File: src/rtl/csr_unit_pkg.sv
package csr_unit_pkg;

  localparam int ADDR_W = 12;
  localparam int STAT_W = 19;
  localparam int IRQ_W  = 13;
  localparam int NREG   = 11;

  // register slots
  localparam int I_MSTAT  = 0;
  localparam int I_SSTAT  = 1;
  localparam int I_MPEND  = 2;
  localparam int I_SPEND  = 3;
  localparam int I_MENAB  = 4;
  localparam int I_SENAB  = 5;
  localparam int I_IDELEG = 6;
  localparam int I_MVEC   = 7;
  localparam int I_SVEC   = 8;
  localparam int I_UCEN   = 9;
  localparam int I_SCEN   = 10;

  // status field positions
  localparam int MPP_LO = 11;
  localparam int FS_LO  = 13;
  localparam int XS_LO  = 15;

  localparam logic [STAT_W-1:0] M_STAT_WR = 19'h661AA;
  localparam logic [STAT_W-1:0] M_XS      = 19'h18000;
  localparam logic [STAT_W-1:0] M_MPP     = 19'h01800;
  localparam logic [STAT_W-1:0] M_SVIEW   = 19'h5E122;

  localparam logic [IRQ_W-1:0] M_IRQ_ALL  = 13'h12AA;
  localparam logic [IRQ_W-1:0] M_IRQ_DLG  = 13'h1222;
  localparam logic [IRQ_W-1:0] M_IRQ_SWP  = 13'h0022;

  function automatic logic [ADDR_W-1:0] slot_addr(input int i);
    logic [ADDR_W-1:0] a;
    case (i)
      I_MSTAT:  a = 12'h040;
      I_SSTAT:  a = 12'h140;
      I_MPEND:  a = 12'h044;
      I_SPEND:  a = 12'h144;
      I_MENAB:  a = 12'h042;
      I_SENAB:  a = 12'h142;
      I_IDELEG: a = 12'h043;
      I_MVEC:   a = 12'h045;
      I_SVEC:   a = 12'h145;
      I_UCEN:   a = 12'h046;
      I_SCEN:   a = 12'h146;
      default:  a = 12'hFFF;
    endcase
    return a;
  endfunction

  function automatic logic priv_legal(input logic [1:0] p);
    return p != 2'b10;
  endfunction

  function automatic logic [STAT_W-1:0] stat_merge(
      input logic [STAT_W-1:0] old, input logic [STAT_W-1:0] wr,
      input logic [STAT_W-1:0] mask);
    return (old & ~mask) | (wr & mask);
  endfunction

  function automatic logic [STAT_W-1:0] stat_write(
      input logic [STAT_W-1:0] old, input logic [STAT_W-1:0] wr,
      input logic has_ext);
    logic [STAT_W-1:0] mask;
    mask = M_STAT_WR;
    if (has_ext) mask = mask | M_XS;
    if (priv_legal(wr[MPP_LO +: 2])) mask = mask | M_MPP;
    return stat_merge(old, wr, mask);
  endfunction

  function automatic logic stat_dirty(input logic [STAT_W-1:0] s);
    return (s[FS_LO +: 2] == 2'b11) || (s[XS_LO +: 2] == 2'b11);
  endfunction

  function automatic logic [IRQ_W-1:0] irq_merge(
      input logic [IRQ_W-1:0] old, input logic [IRQ_W-1:0] wr,
      input logic [IRQ_W-1:0] mask);
    return (old & ~mask) | (wr & mask);
  endfunction

endpackage

File: src/rtl/csr_addr_dec.sv
module csr_addr_dec
  import csr_unit_pkg::*;
(
  input  logic [ADDR_W-1:0] addr,
  input  logic              access,
  output logic [NREG-1:0]   sel,
  output logic              illegal
);

  for (genvar i = 0; i < NREG; i++) begin : g_slot
    assign sel[i] = (addr == slot_addr(i));
  end

  assign illegal = access && (sel == '0);

endmodule

File: src/rtl/csr_status_reg.sv
module csr_status_reg
  import csr_unit_pkg::*;
#(
  parameter bit HAS_EXT = 1'b1
) (
  input  logic              clk,
  input  logic              rst_n,
  input  logic              wr_m,
  input  logic              wr_s,
  input  logic [STAT_W-1:0] wdata,
  output logic [STAT_W-1:0] stat_q,
  output logic              dirty
);

  logic [STAT_W-1:0] stat_d;
  logic [STAT_W-1:0] sview_wr;
  logic              mpp_reject;

  assign sview_wr   = stat_merge(stat_q, wdata, M_SVIEW);
  assign mpp_reject = wr_m && !priv_legal(wdata[MPP_LO +: 2]);

  always_comb begin
    stat_d = stat_q;
    if (wr_m)      stat_d = stat_write(stat_q, wdata, HAS_EXT);
    else if (wr_s) stat_d = stat_write(stat_q, sview_wr, HAS_EXT);
  end

  always_ff @(posedge clk or negedge rst_n) begin
    if (!rst_n) stat_q <= '0;
    else        stat_q <= stat_d;
  end

  assign dirty = stat_dirty(stat_q);

  a_r2_mpp_never_reserved: assert property (@(posedge clk) disable iff (!rst_n)
    stat_q[MPP_LO +: 2] != 2'b10);

  a_r2_reserved_mpp_kept: assert property (@(posedge clk) disable iff (!rst_n)
    mpp_reject |=> stat_q[MPP_LO +: 2] == $past(stat_q[MPP_LO +: 2]));

  a_r1_idle_holds: assert property (@(posedge clk) disable iff (!rst_n)
    !(wr_m || wr_s) |=> $stable(stat_q));

  a_r1_fixed_bits_zero: assert property (@(posedge clk) disable iff (!rst_n)
    (stat_q & ~(M_STAT_WR | M_XS | M_MPP)) == '0);

  a_r7_sview_outside_kept: assert property (@(posedge clk) disable iff (!rst_n)
    (wr_s && !wr_m) |=> (stat_q & ~M_SVIEW) == ($past(stat_q) & ~M_SVIEW));

  if (!HAS_EXT) begin : g_noext
    a_r1_xs_zero: assert property (@(posedge clk) disable iff (!rst_n)
      stat_q[XS_LO +: 2] == 2'b00);
  end

endmodule

File: src/rtl/csr_irq_regs.sv
module csr_irq_regs
  import csr_unit_pkg::*;
(
  input  logic             clk,
  input  logic             rst_n,
  input  logic             wr_mp,
  input  logic             wr_sp,
  input  logic             wr_me,
  input  logic             wr_se,
  input  logic             wr_dlg,
  input  logic [IRQ_W-1:0] wdata,
  output logic [IRQ_W-1:0] pend_q,
  output logic [IRQ_W-1:0] enab_q,
  output logic [IRQ_W-1:0] dlg_q
);

  logic [IRQ_W-1:0] pend_src, enab_src;
  logic             pend_wr, enab_wr;

  // supervisor writes are first narrowed to delegated bits
  assign pend_src = wr_sp ? irq_merge(pend_q, wdata, dlg_q) : wdata;
  assign enab_src = wr_se ? irq_merge(enab_q, wdata, dlg_q) : wdata;
  assign pend_wr  = wr_mp || wr_sp;
  assign enab_wr  = wr_me || wr_se;

  always_ff @(posedge clk or negedge rst_n) begin
    if (!rst_n) begin
      pend_q <= '0;
      enab_q <= '0;
      dlg_q  <= '0;
    end else begin
      if (pend_wr) pend_q <= irq_merge(pend_q, pend_src, M_IRQ_SWP);
      if (enab_wr) enab_q <= irq_merge(enab_q, enab_src, M_IRQ_ALL);
      if (wr_dlg)  dlg_q  <= wdata & M_IRQ_DLG;
    end
  end

  a_r4_hw_pending_zero: assert property (@(posedge clk) disable iff (!rst_n)
    (pend_q & ~M_IRQ_SWP) == '0);

  a_r5_deleg_in_mask: assert property (@(posedge clk) disable iff (!rst_n)
    (dlg_q & ~M_IRQ_DLG) == '0);

  a_r5_enab_in_mask: assert property (@(posedge clk) disable iff (!rst_n)
    (enab_q & ~M_IRQ_ALL) == '0);

  a_r6_spend_keeps_undelegated: assert property (@(posedge clk) disable iff (!rst_n)
    (wr_sp && !wr_mp) |=> (pend_q & ~$past(dlg_q)) == ($past(pend_q) & ~$past(dlg_q)));

  a_r6_senab_keeps_undelegated: assert property (@(posedge clk) disable iff (!rst_n)
    (wr_se && !wr_me) |=> (enab_q & ~$past(dlg_q)) == ($past(enab_q) & ~$past(dlg_q)));

endmodule

File: src/rtl/csr_plain_regs.sv
module csr_plain_regs #(
  parameter int XLEN  = 64,
  parameter int CEN_W = 3
) (
  input  logic                 clk,
  input  logic                 rst_n,
  input  logic [1:0]           vec_wr,
  input  logic [1:0]           cen_wr,
  input  logic [XLEN-1:0]      wdata,
  output logic [1:0][XLEN-1:0] vec_q,
  output logic [1:0][CEN_W-1:0] cen_q
);

  localparam int NVEC = 2;
  localparam int NCEN = 2;

  for (genvar v = 0; v < NVEC; v++) begin : g_vec
    always_ff @(posedge clk or negedge rst_n) begin
      if (!rst_n)         vec_q[v] <= '0;
      else if (vec_wr[v]) vec_q[v] <= {wdata[XLEN-1:2], 2'b00};
    end

    a_r8_vec_aligned: assert property (@(posedge clk) disable iff (!rst_n)
      vec_q[v][1:0] == 2'b00);

    a_r8_vec_takes_write: assert property (@(posedge clk) disable iff (!rst_n)
      vec_wr[v] |=> vec_q[v][XLEN-1:2] == $past(wdata[XLEN-1:2]));
  end

  for (genvar c = 0; c < NCEN; c++) begin : g_cen
    always_ff @(posedge clk or negedge rst_n) begin
      if (!rst_n)         cen_q[c] <= '0;
      else if (cen_wr[c]) cen_q[c] <= wdata[CEN_W-1:0];
    end

    a_r9_cen_hold: assert property (@(posedge clk) disable iff (!rst_n)
      !cen_wr[c] |=> $stable(cen_q[c]));
  end

endmodule

File: src/rtl/csr_unit.sv
module csr_unit
  import csr_unit_pkg::*;
#(
  parameter int XLEN    = 64,
  parameter bit HAS_EXT = 1'b1,
  parameter int CEN_W   = 3
) (
  input  logic            clk,
  input  logic            rst_n,
  input  logic [11:0]     csr_addr,
  input  logic [XLEN-1:0] csr_wdata,
  input  logic            csr_we,
  input  logic            csr_re,
  output logic [XLEN-1:0] csr_rdata,
  output logic            csr_illegal
);

  logic [NREG-1:0]        sel;
  logic [NREG-1:0]        wr;
  logic [STAT_W-1:0]      stat_q;
  logic                   dirty;
  logic [IRQ_W-1:0]       pend_q, enab_q, dlg_q;
  logic [1:0][XLEN-1:0]   vec_q;
  logic [1:0][CEN_W-1:0]  cen_q;

  csr_addr_dec u_dec (
    .addr    (csr_addr),
    .access  (csr_we || csr_re),
    .sel     (sel),
    .illegal (csr_illegal)
  );

  assign wr = sel & {NREG{csr_we}};

  csr_status_reg #(.HAS_EXT(HAS_EXT)) u_stat (
    .clk    (clk),
    .rst_n  (rst_n),
    .wr_m   (wr[I_MSTAT]),
    .wr_s   (wr[I_SSTAT]),
    .wdata  (csr_wdata[STAT_W-1:0]),
    .stat_q (stat_q),
    .dirty  (dirty)
  );

  csr_irq_regs u_irq (
    .clk    (clk),
    .rst_n  (rst_n),
    .wr_mp  (wr[I_MPEND]),
    .wr_sp  (wr[I_SPEND]),
    .wr_me  (wr[I_MENAB]),
    .wr_se  (wr[I_SENAB]),
    .wr_dlg (wr[I_IDELEG]),
    .wdata  (csr_wdata[IRQ_W-1:0]),
    .pend_q (pend_q),
    .enab_q (enab_q),
    .dlg_q  (dlg_q)
  );

  csr_plain_regs #(.XLEN(XLEN), .CEN_W(CEN_W)) u_plain (
    .clk    (clk),
    .rst_n  (rst_n),
    .vec_wr ({wr[I_SVEC], wr[I_MVEC]}),
    .cen_wr ({wr[I_SCEN], wr[I_UCEN]}),
    .wdata  (csr_wdata),
    .vec_q  (vec_q),
    .cen_q  (cen_q)
  );

  always_comb begin
    csr_rdata = '0;
    if (sel[I_MSTAT]) begin
      csr_rdata[STAT_W-1:0] = stat_q;
      csr_rdata[XLEN-1]     = dirty;
    end else if (sel[I_SSTAT]) begin
      csr_rdata[STAT_W-1:0] = stat_q & M_SVIEW;
      csr_rdata[XLEN-1]     = dirty;
    end else if (sel[I_MPEND]) begin
      csr_rdata[IRQ_W-1:0] = pend_q;
    end else if (sel[I_SPEND]) begin
      csr_rdata[IRQ_W-1:0] = pend_q & dlg_q;
    end else if (sel[I_MENAB]) begin
      csr_rdata[IRQ_W-1:0] = enab_q;
    end else if (sel[I_SENAB]) begin
      csr_rdata[IRQ_W-1:0] = enab_q & dlg_q;
    end else if (sel[I_IDELEG]) begin
      csr_rdata[IRQ_W-1:0] = dlg_q;
    end else if (sel[I_MVEC]) begin
      csr_rdata = vec_q[0];
    end else if (sel[I_SVEC]) begin
      csr_rdata = vec_q[1];
    end else if (sel[I_UCEN]) begin
      csr_rdata[CEN_W-1:0] = cen_q[0];
    end else if (sel[I_SCEN]) begin
      csr_rdata[CEN_W-1:0] = cen_q[1];
    end
  end

  a_r10_illegal_reads_zero: assert property (@(posedge clk) disable iff (!rst_n)
    csr_illegal |-> csr_rdata == '0);

  a_r10_illegal_write_dropped: assert property (@(posedge clk) disable iff (!rst_n)
    (csr_illegal && csr_we) |=> ($stable(stat_q) && $stable(pend_q) && $stable(enab_q)
                                 && $stable(dlg_q) && $stable(vec_q) && $stable(cen_q)));

  a_r10_single_target: assert property (@(posedge clk) disable iff (!rst_n)
    $onehot0(sel));

  a_r3_sd_follows_state: assert property (@(posedge clk) disable iff (!rst_n)
    (sel[I_MSTAT] || sel[I_SSTAT]) |->
      csr_rdata[XLEN-1] == ((csr_rdata[FS_LO +: 2] == 2'b11) || (csr_rdata[XS_LO +: 2] == 2'b11)));

endmodule

File: config.mk
export PLATFORM = sky130hd
export DESIGN_NAME = csr_unit
export DESIGN_NICKNAME = d
export VERILOG_FILES = /design/src/rtl/csr_unit_pkg.sv /design/src/rtl/csr_addr_dec.sv /design/src/rtl/csr_status_reg.sv /design/src/rtl/csr_irq_regs.sv /design/src/rtl/csr_plain_regs.sv /design/src/rtl/csr_unit.sv
export SDC_FILE = /design/constraint.sdc
export NUM_CORES = 1
export LEC_CHECK = 0
export ABC_AREA = 1
export ABC_CLOCK_PERIOD_IN_PS = 2900
export BUFFER_PORTS_ARGS = -buffer_cell sky130_fd_sc_hd__buf_4
export CAP_MARGIN = 20
export CORE_ASPECT_RATIO = 1.5
export CORE_MARGIN = 3
export CORE_UTILIZATION = 40
export CTS_CLUSTER_SIZE = 16
export DETAILED_ROUTE_END_ITERATION = 10
export PLACE_DENSITY_LB_ADDON = 0.2
export REMOVE_ABC_BUFFERS = 1
export SLEW_MARGIN = 0
export SYNTH_ARGS = -nofsm -noshare
export SYNTH_HDL_FRONTEND = slang
export SYNTH_SLANG_ARGS = --single-unit
File: constraint.sdc
create_clock -name clk -period 2.9 [get_ports clk]
set_input_delay 0.29 -clock clk [delete_from_list [all_inputs] [get_ports clk]]
set_output_delay 0.29 -clock clk [all_outputs]
set_load 0.05 [all_outputs]
# Word-level counts from Yosys, hierarchy flattened
# Cells that the tools add are included.
# totals
ff_bits	179
inputBits	80
out_inout_bits	65
# classes
muxes	30
n_reduce_logical	7
bitwise_logic	20
eq_ne	15
# ops
op	count
51-bit two-way mux	5
19-bit two-way mux	7
13-bit two-way mux	8
44-bit two-way mux	2
19-bit bitwise AND	4
12-bit by 7-bit == test with 1-bit output (second input constant)	6
64-bit two-way mux	1
61-bit two-way mux	1
12-bit by 9-bit == test with 1-bit output (second input constant)	5
13-bit bitwise AND	4
19-bit NOT	2
19-bit OR	2
18-bit by 19-bit OR with 19-bit output	1
13-bit NOT	1
12-bit by 13-bit OR with 13-bit output	1
13-bit OR	1
13-bit by 6-bit OR with 13-bit output	1
11-bit bitwise AND	1
11-bit zero test	1
3-bit two-way mux	3
6-bit bitwise AND	1
6-bit two-way mux	1
6-bit OR	1
2-bit == test (second input constant)	2
5 further kinds	10

# Logic depth before layout (Yosys ltp)
# Gate-level depths: netlist of run 1.
# depth
depth_word	12
mapped_depth	13

# Hierarchy
# From an unflattened synthesis of run 1, not the netlist that was laid out.
# hier_totals
hier_cells	1142
hier_area_um2	8440.6
# modules_own_cells
mod	area_each_um2	n_inst	cells_per_inst
csr_plain_regs	5023.6	1	555
csr_unit	1709.1	1	336
csr_irq_regs	842.1	1	120
csr_status_reg	568.0	1	69
csr_addr_dec	297.8	1	62

# Worst setup path after synthesis of run 1
# Ideal clock, no wire load.
# synth_timing
path_kind	input to output
from	input port csr_addr[11]
to	output port csr_rdata[13]
t_arrival_ps	2273
stages	8
setup_slack_ps	337
path_cell_list	nor2_2 nand2_2 clkinv_2 nand2_2 nor2_4 inv_2 buf_6 o31ai_1
# synth_via
elab_chain_len	10
# synth_rtl
element	line	rtl
start: declaration	csr_unit.sv:10	input logic [11:0] csr_addr,
12-bit by 9-bit == test with 1-bit output	csr_addr_dec.sv:11	assign sel[i] = (addr == slot_addr(i));
61-bit two-way mux	csr_unit.sv:89	end else if (sel[I_SVEC]) begin
64-bit two-way mux	csr_unit.sv:87	end else if (sel[I_MVEC]) begin
51-bit two-way mux	csr_unit.sv:85	end else if (sel[I_IDELEG]) begin
51-bit two-way mux	csr_unit.sv:83	end else if (sel[I_SENAB]) begin
51-bit two-way mux	csr_unit.sv:81	end else if (sel[I_MENAB]) begin
51-bit two-way mux	csr_unit.sv:79	end else if (sel[I_SPEND]) begin
51-bit two-way mux	csr_unit.sv:77	end else if (sel[I_MPEND]) begin
19-bit two-way mux	csr_unit.sv:74	end else if (sel[I_SSTAT]) begin
19-bit two-way mux *	csr_unit.sv:71	if (sel[I_MSTAT]) begin
end: declaration	csr_unit.sv:14	output logic [XLEN-1:0] csr_rdata,
# Every way passes the cells marked *; elsewhere a longest branch is shown, timed or not.

# Final worst setup path of run 1
# layout_timing
from	input port csr_addr[9]
to	output port csr_rdata[46]
# layout_via
elab_chain_len	10
# layout_rtl
element	line
12-bit by 9-bit == test with 1-bit output	csr_addr_dec.sv:11
61-bit two-way mux	csr_unit.sv:89
64-bit two-way mux	csr_unit.sv:87
51-bit two-way mux	csr_unit.sv:85
51-bit two-way mux	csr_unit.sv:83
51-bit two-way mux	csr_unit.sv:81
51-bit two-way mux	csr_unit.sv:79
51-bit two-way mux	csr_unit.sv:77
44-bit two-way mux	csr_unit.sv:74
44-bit two-way mux *	csr_unit.sv:71
# Marked as above.

==> flow_summary.ini, run 1 <==
[timing]
fin_crit_sh = 0.814
finalSetupViolCount = 0
relSlewSlack = 0.537
fin_skew_ns = 0.00318
hold_viol = 0
max_freq_mhz = 423
min_period_ns = 2.36
rsz0062_at_grt = false
timing.hold.ws_ns = 0.102
worstMarginPinSlew_ns = 0.693
slew_violations = 0

[layout]
multi_input_area_sq_mm = 0.00280
diodes = 0
final_util = 0.513
drive_gt1_frac = 0.218
nFillCells = 1811
syn_to_final_growth_pct = 25.3
regArea_sq_mm = 0.00388
fin_nets = 1121

[global_routing]
groute.usage.overall = 0.195
grt-ovfl-total = 0
busiest_layer = met2
antenna_found_initial = 0
grt_pass1_vias = 6174
grt_max_degree = 74
use_met2 = 0.332
met1_usage = 0.237
grt_pass1_wl_mm = 30.8
grtUsageMet3 = 0.0420

[worst_setup_path]
cp-end-kind = output pin
worstSetupPathType = input pin to output pin
arrival_ns = 2.07
cp_max_fo = 31
required_ns = 2.61
max_stage_delay_ns = 0.44
reg2reg_depth = 5
crit_slowest_cell = buf_4
ff2ff_setup_slack_ns = 1.82
critical_path.startpoint_type = input pin
crit_chain = buf_4 > inv_1 > nand2_2 > clkinv_2 > nand2_2 > nor2_4 > inv_2 > buf_4 > a21oi_1 > buf_4
critical_path.most_common_cell = buf_4

[logic_synthesis]
ys_warn_count = 0
avgSynthCellArea_sq_um = 8.13
synth_cell_types = 32
synth-async-reset-ratio = 1.00
synth-edff-count = 0
synth_flop_cell = dfrtp_1
yosysMostFrequentCell = nand2_1
synth_cells = 908
yosysSeqAreaShare = 0.525
synth_common_cells = nand2_1, dfrtp_1, o21ai_0
synth-seq-cells = 155
yosysTopAreaCell = dfrtp_1
netlist_area_sq_mm = 0.00739
synthTopCellsByArea = dfrtp_1, nand2_1, o21ai_0
yosysTopAreaCellShare = 0.525

[floorplanning]
die_w_um = 117
die_y_um = 172
io-pin-count = 145
initial_core_util = 0.410
coreArea_sq_mm = 0.0180
rows = 60
dieArea_sq_mm = 0.0202

[power]
powerDensity_mw_per_mm2 = 514
leakagePower_nw = 4.53
ir_worst_vdd_mv = 0.316

[clock_tree]
numCtsBuffers = 17
post_cts_buffers = 0
clock_latency_ns = 0.42
cts_hold_buffers = 1
ctsHtreeMaxLevel = 4
cts_resized = 0
cts.sinks = 155
cts.clk_slew.worst_paths_ns = 0.06
clock-root-buffer = clkbuf_16
cts_tree = done
clk_path_buf_depth = 2

[routing]
drt_iter0_markers = 322
wl_per_cell_um = 14.8
drtAntennaViolNets = 0
drt_pass1_iterations = 5
wl_mm = 18.8
drc_errors = 0
vias = 6258
via_per_inst = 4.92

[placement]
portBuffers = 144
post-dp-hpwl_mm = 13.0
place_congestion = 0.838

[hold_path]
min_path_cells = 3
hp-class = input pin to register

[job]
drv_cap = 0

[outcome]
outcome = complete, no violations
-- layout make-up --
type	instances	share of cell area
clock buffers	21	0.0519
clock inverters	11	0.0170
inverters	103	0.0421
multi-input cells	604	0.303
flip-flops and latches	155	0.419
well taps	217	0.0293
repair buffers	160	0.137
-- flip-flops by register name, summed over array words and instances, names as in the netlist --
name	count
u_plain.vec_q	124
u_irq.pend_q	2
u_plain.cen_q	6
u_stat.stat_q	13
u_irq.dlg_q	4
u_irq.enab_q	6
-- stage by stage --
step / std cells / total power, mW / TNS [ns] / area (sq um) / worst slack (ns)
global placement: 1238 / 2.44 / 0 / 8600 / 0.539
detailed placement: 1238 / 2.44 / 0 / 8600 / 0.536
finish: 1271 / 4.76 / 0 / 9250 / 0.538
floorplan: 862 / 2.28 / -1.12 / 7070 / -0.170
CTS: 1271 / 4.82 / 0 / 9250 / 0.514
global route: 1271 / 4.93 / 0 / 9250 / 0.418
-- cells by family after synthesis --
| logic type | after synthesis | share of synthesized area |
|---|---|---|
| and+or+nand+nor | 370 | 0.211 |
| buffers and inverters | 149 | 0.0952 |
| AOI/OAI and AO/OA | 234 | 0.169 |
| DFF | 155 | 0.525 |
-- cells in the final DEF, fill, tap and decap left out, types with 2 or more instances in the layout --
master	synthesis	routed
a21oi_1	45	45
nor2_1	33	33
o21ai_1	59	59
o22ai_1	3	3
a22oi_1	2	2
nand4_1	2	2
inv_1	98	98
dfrtp_1	155	155
o21ai_0	104	104
inv_2	3	3
bufinv_16	0	3
a32o_1	2	2
clkbuf_8	0	4
nand4_4	2	2
nand2_1	288	288
nor3_1	3	3
buf_4	0	153
a21oi_2	7	7
clkinv_2	2	2
clkbuf_16	0	17
nand2_2	13	13
clkinvlp_4	0	2
clkinv_4	0	3
inv_6	0	3
o31ai_1	7	7
nor2_4	4	4
nand3_1	17	17
nor2_2	5	5
buf_12	0	5
-- routing by layer --
metal	wire length, um	vias up	part of all wire
met4	499	0	0.027
met1	7950	2913	0.42
met3	790	31	0.042
met2	9570	149	0.51
met5	0	-	0
li1	-	3165	-
-- final timing paths --
path,startpoint,end
setup / recovery,csr_addr[9],csr_rdata[46]
hold / removal,csr_wdata[1],u_irq.pend_q[1]
setup reg to reg,u_irq.dlg_q[1],u_irq.pend_q[1]
hold reg to reg,u_plain.vec_q[37],u_plain.vec_q[37]
max in group asynchronous,rst_n,u_plain.vec_q[14]
min in group asynchronous,rst_n,u_plain.vec_q[59]
-- power breakdown --
group	internal (mW)	total, mW	leakage (nW)	switching (mW)
registers	2.17	2.18	2.13	0.00558
logic	0.0929	0.217	2.09	0.124
clock network	1.46	2.36	0.307	0.904
-- critical path: cells and delay by family --
| family | cells | cell delay, ns |
|---|---|---|
| compound gates | 1 | 0.10 |
| buf+inv | 6 | 1.34 |
| simple gates | 3 | 0.33 |
No activity file was read; power rests on OpenSTA's default activity.
==> run 2, diff against run 1 <==
- ABC_AREA: 1 -> 0
- ABC_CLOCK_PERIOD_IN_PS: 2900 -> 1900
- clock period: 2.9 -> 1.9 ns (I/O delays scaled with it)
==> run 2 against run 1 <==
The run now ends with setup timing left. Count of clock-buffer cells in the layout shrank 3. Global-route usage shrank 1.7 points. Synthesized area shrank 0.61%. Clock skew grew 0.0050 ns. Final cell count shrank 21%.
==> flow_summary.ini, run 2 <==
[outcome]
outcome = complete, but fails checks
failed_checks = setup timing

[floorplanning]
io-pin-count = 145
coreArea_sq_mm = 0.0179
die_w_um = 117
rows = 60
die_y_um = 172
dieArea_sq_mm = 0.0200
initial_core_util = 0.409

[routing]
wl_per_cell_um = 17.2
drc_errors = 0
via_per_inst = 5.24
vias = 5251
wl_mm = 17.2
drt_iter0_markers = 226
drt_pass1_iterations = 4
drtAntennaViolNets = 0

[logic_synthesis]
synth_flop_cell = dfrtp_1
synth_cell_types = 53
netlist_area_sq_mm = 0.00734
yosysSeqAreaShare = 0.528
yosysTopAreaCell = dfrtp_1
synth-seq-cells = 155
yosysTopAreaCellShare = 0.528
avgSynthCellArea_sq_um = 12.9
synthTopCellsByArea = dfrtp_1, mux2_2, mux2i_1
synth_common_cells = dfrtp_1, mux2_2, mux2i_1
yosysMostFrequentCell = dfrtp_1
synth-async-reset-ratio = 1.00
synth-edff-count = 0
ys_warn_count = 0
synth_cells = 571

[clock_tree]
clock_latency_ns = 0.42
clk_path_buf_depth = 2
cts.sinks = 155
numCtsBuffers = 17
ctsHtreeMaxLevel = 4
cts.clk_slew.worst_paths_ns = 0.06
clock-root-buffer = clkbuf_16
cts_tree = done

[hold_path]
min_path_cells = 2
min_to = u_plain.vec_q[104]
hold_path.startpoint = csr_wdata[40]
hp-class = input pin to register

[worst_setup_path]
crit_family = compound AO/OA/AOI/OAI gates
ff2ff_setup_slack_ns = 0.72
reg2reg_depth = 4
r2r-start = u_irq.dlg_q[1]
cp_num_cells = 5
critPathBufInv = 1
required_ns = 1.71
rr_endpoint = u_irq.pend_q[1]
worstSetupPathType = register to output pin
arrival_ns = 1.71
crit_chain = nand4b_1 > a211o_1 > a221oi_2 > o32a_2 > buf_8
max_stage_delay_ns = 0.37
crit_slowest_cell = dfrtp_1
critical_path.startpoint_type = register
cp_max_fo = 2
cp-end-kind = output pin

[layout]
top_register = u_plain.vec_q
final_cell_mix = buf_4, dfrtp_1, mux2_2, mux2i_1, nor2_1
multi_input_area_sq_mm = 0.00331
final_common_cell = buf_4
nFillCells = 1524
fin_nets = 853
postLayoutCellArea_sq_mm = 0.00990
drive_gt1_frac = 0.480
final_util = 0.552
stdcell_count = 1003
diodes = 0
largest_register_ffs = 124
largestRegisters = u_plain.vec_q (124), u_stat.stat_q (13)
syn_to_final_growth_pct = 34.9
regArea_sq_mm = 0.00388

[global_routing]
antenna_found_initial = 0
grt_pass1_vias = 5608
grt_max_degree = 84
grt-ovfl-total = 0
groute.usage.overall = 0.177
grt_pass1_wl_mm = 27.8

[timing]
finalSetupViolCount = 1
setup_ws_ns = -0.00369
fin_crit_sh = 1.00
max_freq_mhz = 525
worstMarginPinSlew_ns = 0.459
fin_tns_setup_ns = -0.00369
fin_skew_ns = 0.00816
slew_violations = 0
hold_viol = 0
timing.hold.ws_ns = 0.0203
min_period_ns = 1.90
relSlewSlack = 0.694
rsz0062_at_grt = true

[job]
drv_cap = 0

[power]
powerDensity_mw_per_mm2 = 698
leakagePower_nw = 5.03
ir_worst_vdd_mv = 0.523
finalPower_mw = 6.91

[placement]
placed_area_sq_mm = 0.00890
place_ws_ns = -0.0639
dp.cells = 930
place_congestion = 0.886
post-dp-hpwl_mm = 11.9
portBuffers = 144
-- run 2: cell count changes after synthesis, moves of 8 or more --
| cell | change |
|---|---|
| nand2_1 | -274 |
| mux2_2 | +141 |
| inv_1 | -92 |
| o21ai_0 | -90 |
| mux2i_1 | +59 |
| o21ai_1 | -59 |
| a21oi_1 | -38 |
| nor2_1 | +20 |
| buf_6 | -16 |
| nand2_2 | -13 |
| mux2_4 | +8 |
-- run 2: what timing repair did --
action	in CTS	in global routing
pin swaps	1	2
resized for setup	3	11
endpoints found under the setup margin	16	12
hold buffers	40	0
setup buffers	0	1
endpoints found under the hold margin	218	0
-- run 2: logic make-up (layout without fill, tap and decap cells) --
kind of cell | after synthesis | after routing | share of synthesized area
muxes | 214 | 214 | 0.322
and+or+nand+nor | 117 | 117 | 0.0847
AOI/OAI and AO/OA | 42 | 42 | 0.0378
DFF | 155 | 155 | 0.528
buffers and inverters | 42 | 257 | 0.0256
xor gates and xnor gates | 1 | 1 | 0.00119
-- run 2: how the worst max path moves through the flow --
stage,start,endpoint,slack (ns)
after floorplan,csr_addr[0],csr_rdata[13],-1.82
after global placement,csr_addr[7],u_stat.stat_q[15],-0.06
after detailed placement,csr_addr[7],u_stat.stat_q[15],-0.06
after CTS,u_plain.vec_q[5],csr_rdata[5],-0.05
after global routing,u_plain.vec_q[5],csr_rdata[5],-0.07
final,u_plain.vec_q[5],csr_rdata[5],-0.004
-- run 2: cell type report --
cell class | count | area share
clock inverter | 14 | 0.0114
multi-input combinational | 374 | 0.335
inverter | 6 | 0.00227
clock buffer | 18 | 0.0444
sequential | 155 | 0.392
tap | 217 | 0.0274
timing repair buffer | 219 | 0.188
-- run 2: layer usage --
metal  vias up  wire length, um  part of all wire  track usage
met5         -                0                 0            0
met4         0              320             0.019       0.0654
met3        21              634             0.037       0.0361
met2       113             9490              0.55        0.327
met1      2670             6800              0.39        0.199
li1       2447                -                 -            -
-- run 2: power breakdown --
group / switching, mW / leakage, nW / internal (mW)
sequential: 0.00801 / 2.16 / 3.32
clock: 1.37 / 0.261 / 1.73
combinational: 0.237 / 2.60 / 0.252
-- run 2: worst register-to-register path, stage by stage, from the launching register on --
cell and delay (ns):
dfrtp_1 0.34, nand2b_1 0.16, nand2_1 0.07, nor3_1 0.15
mux2_2 0.35
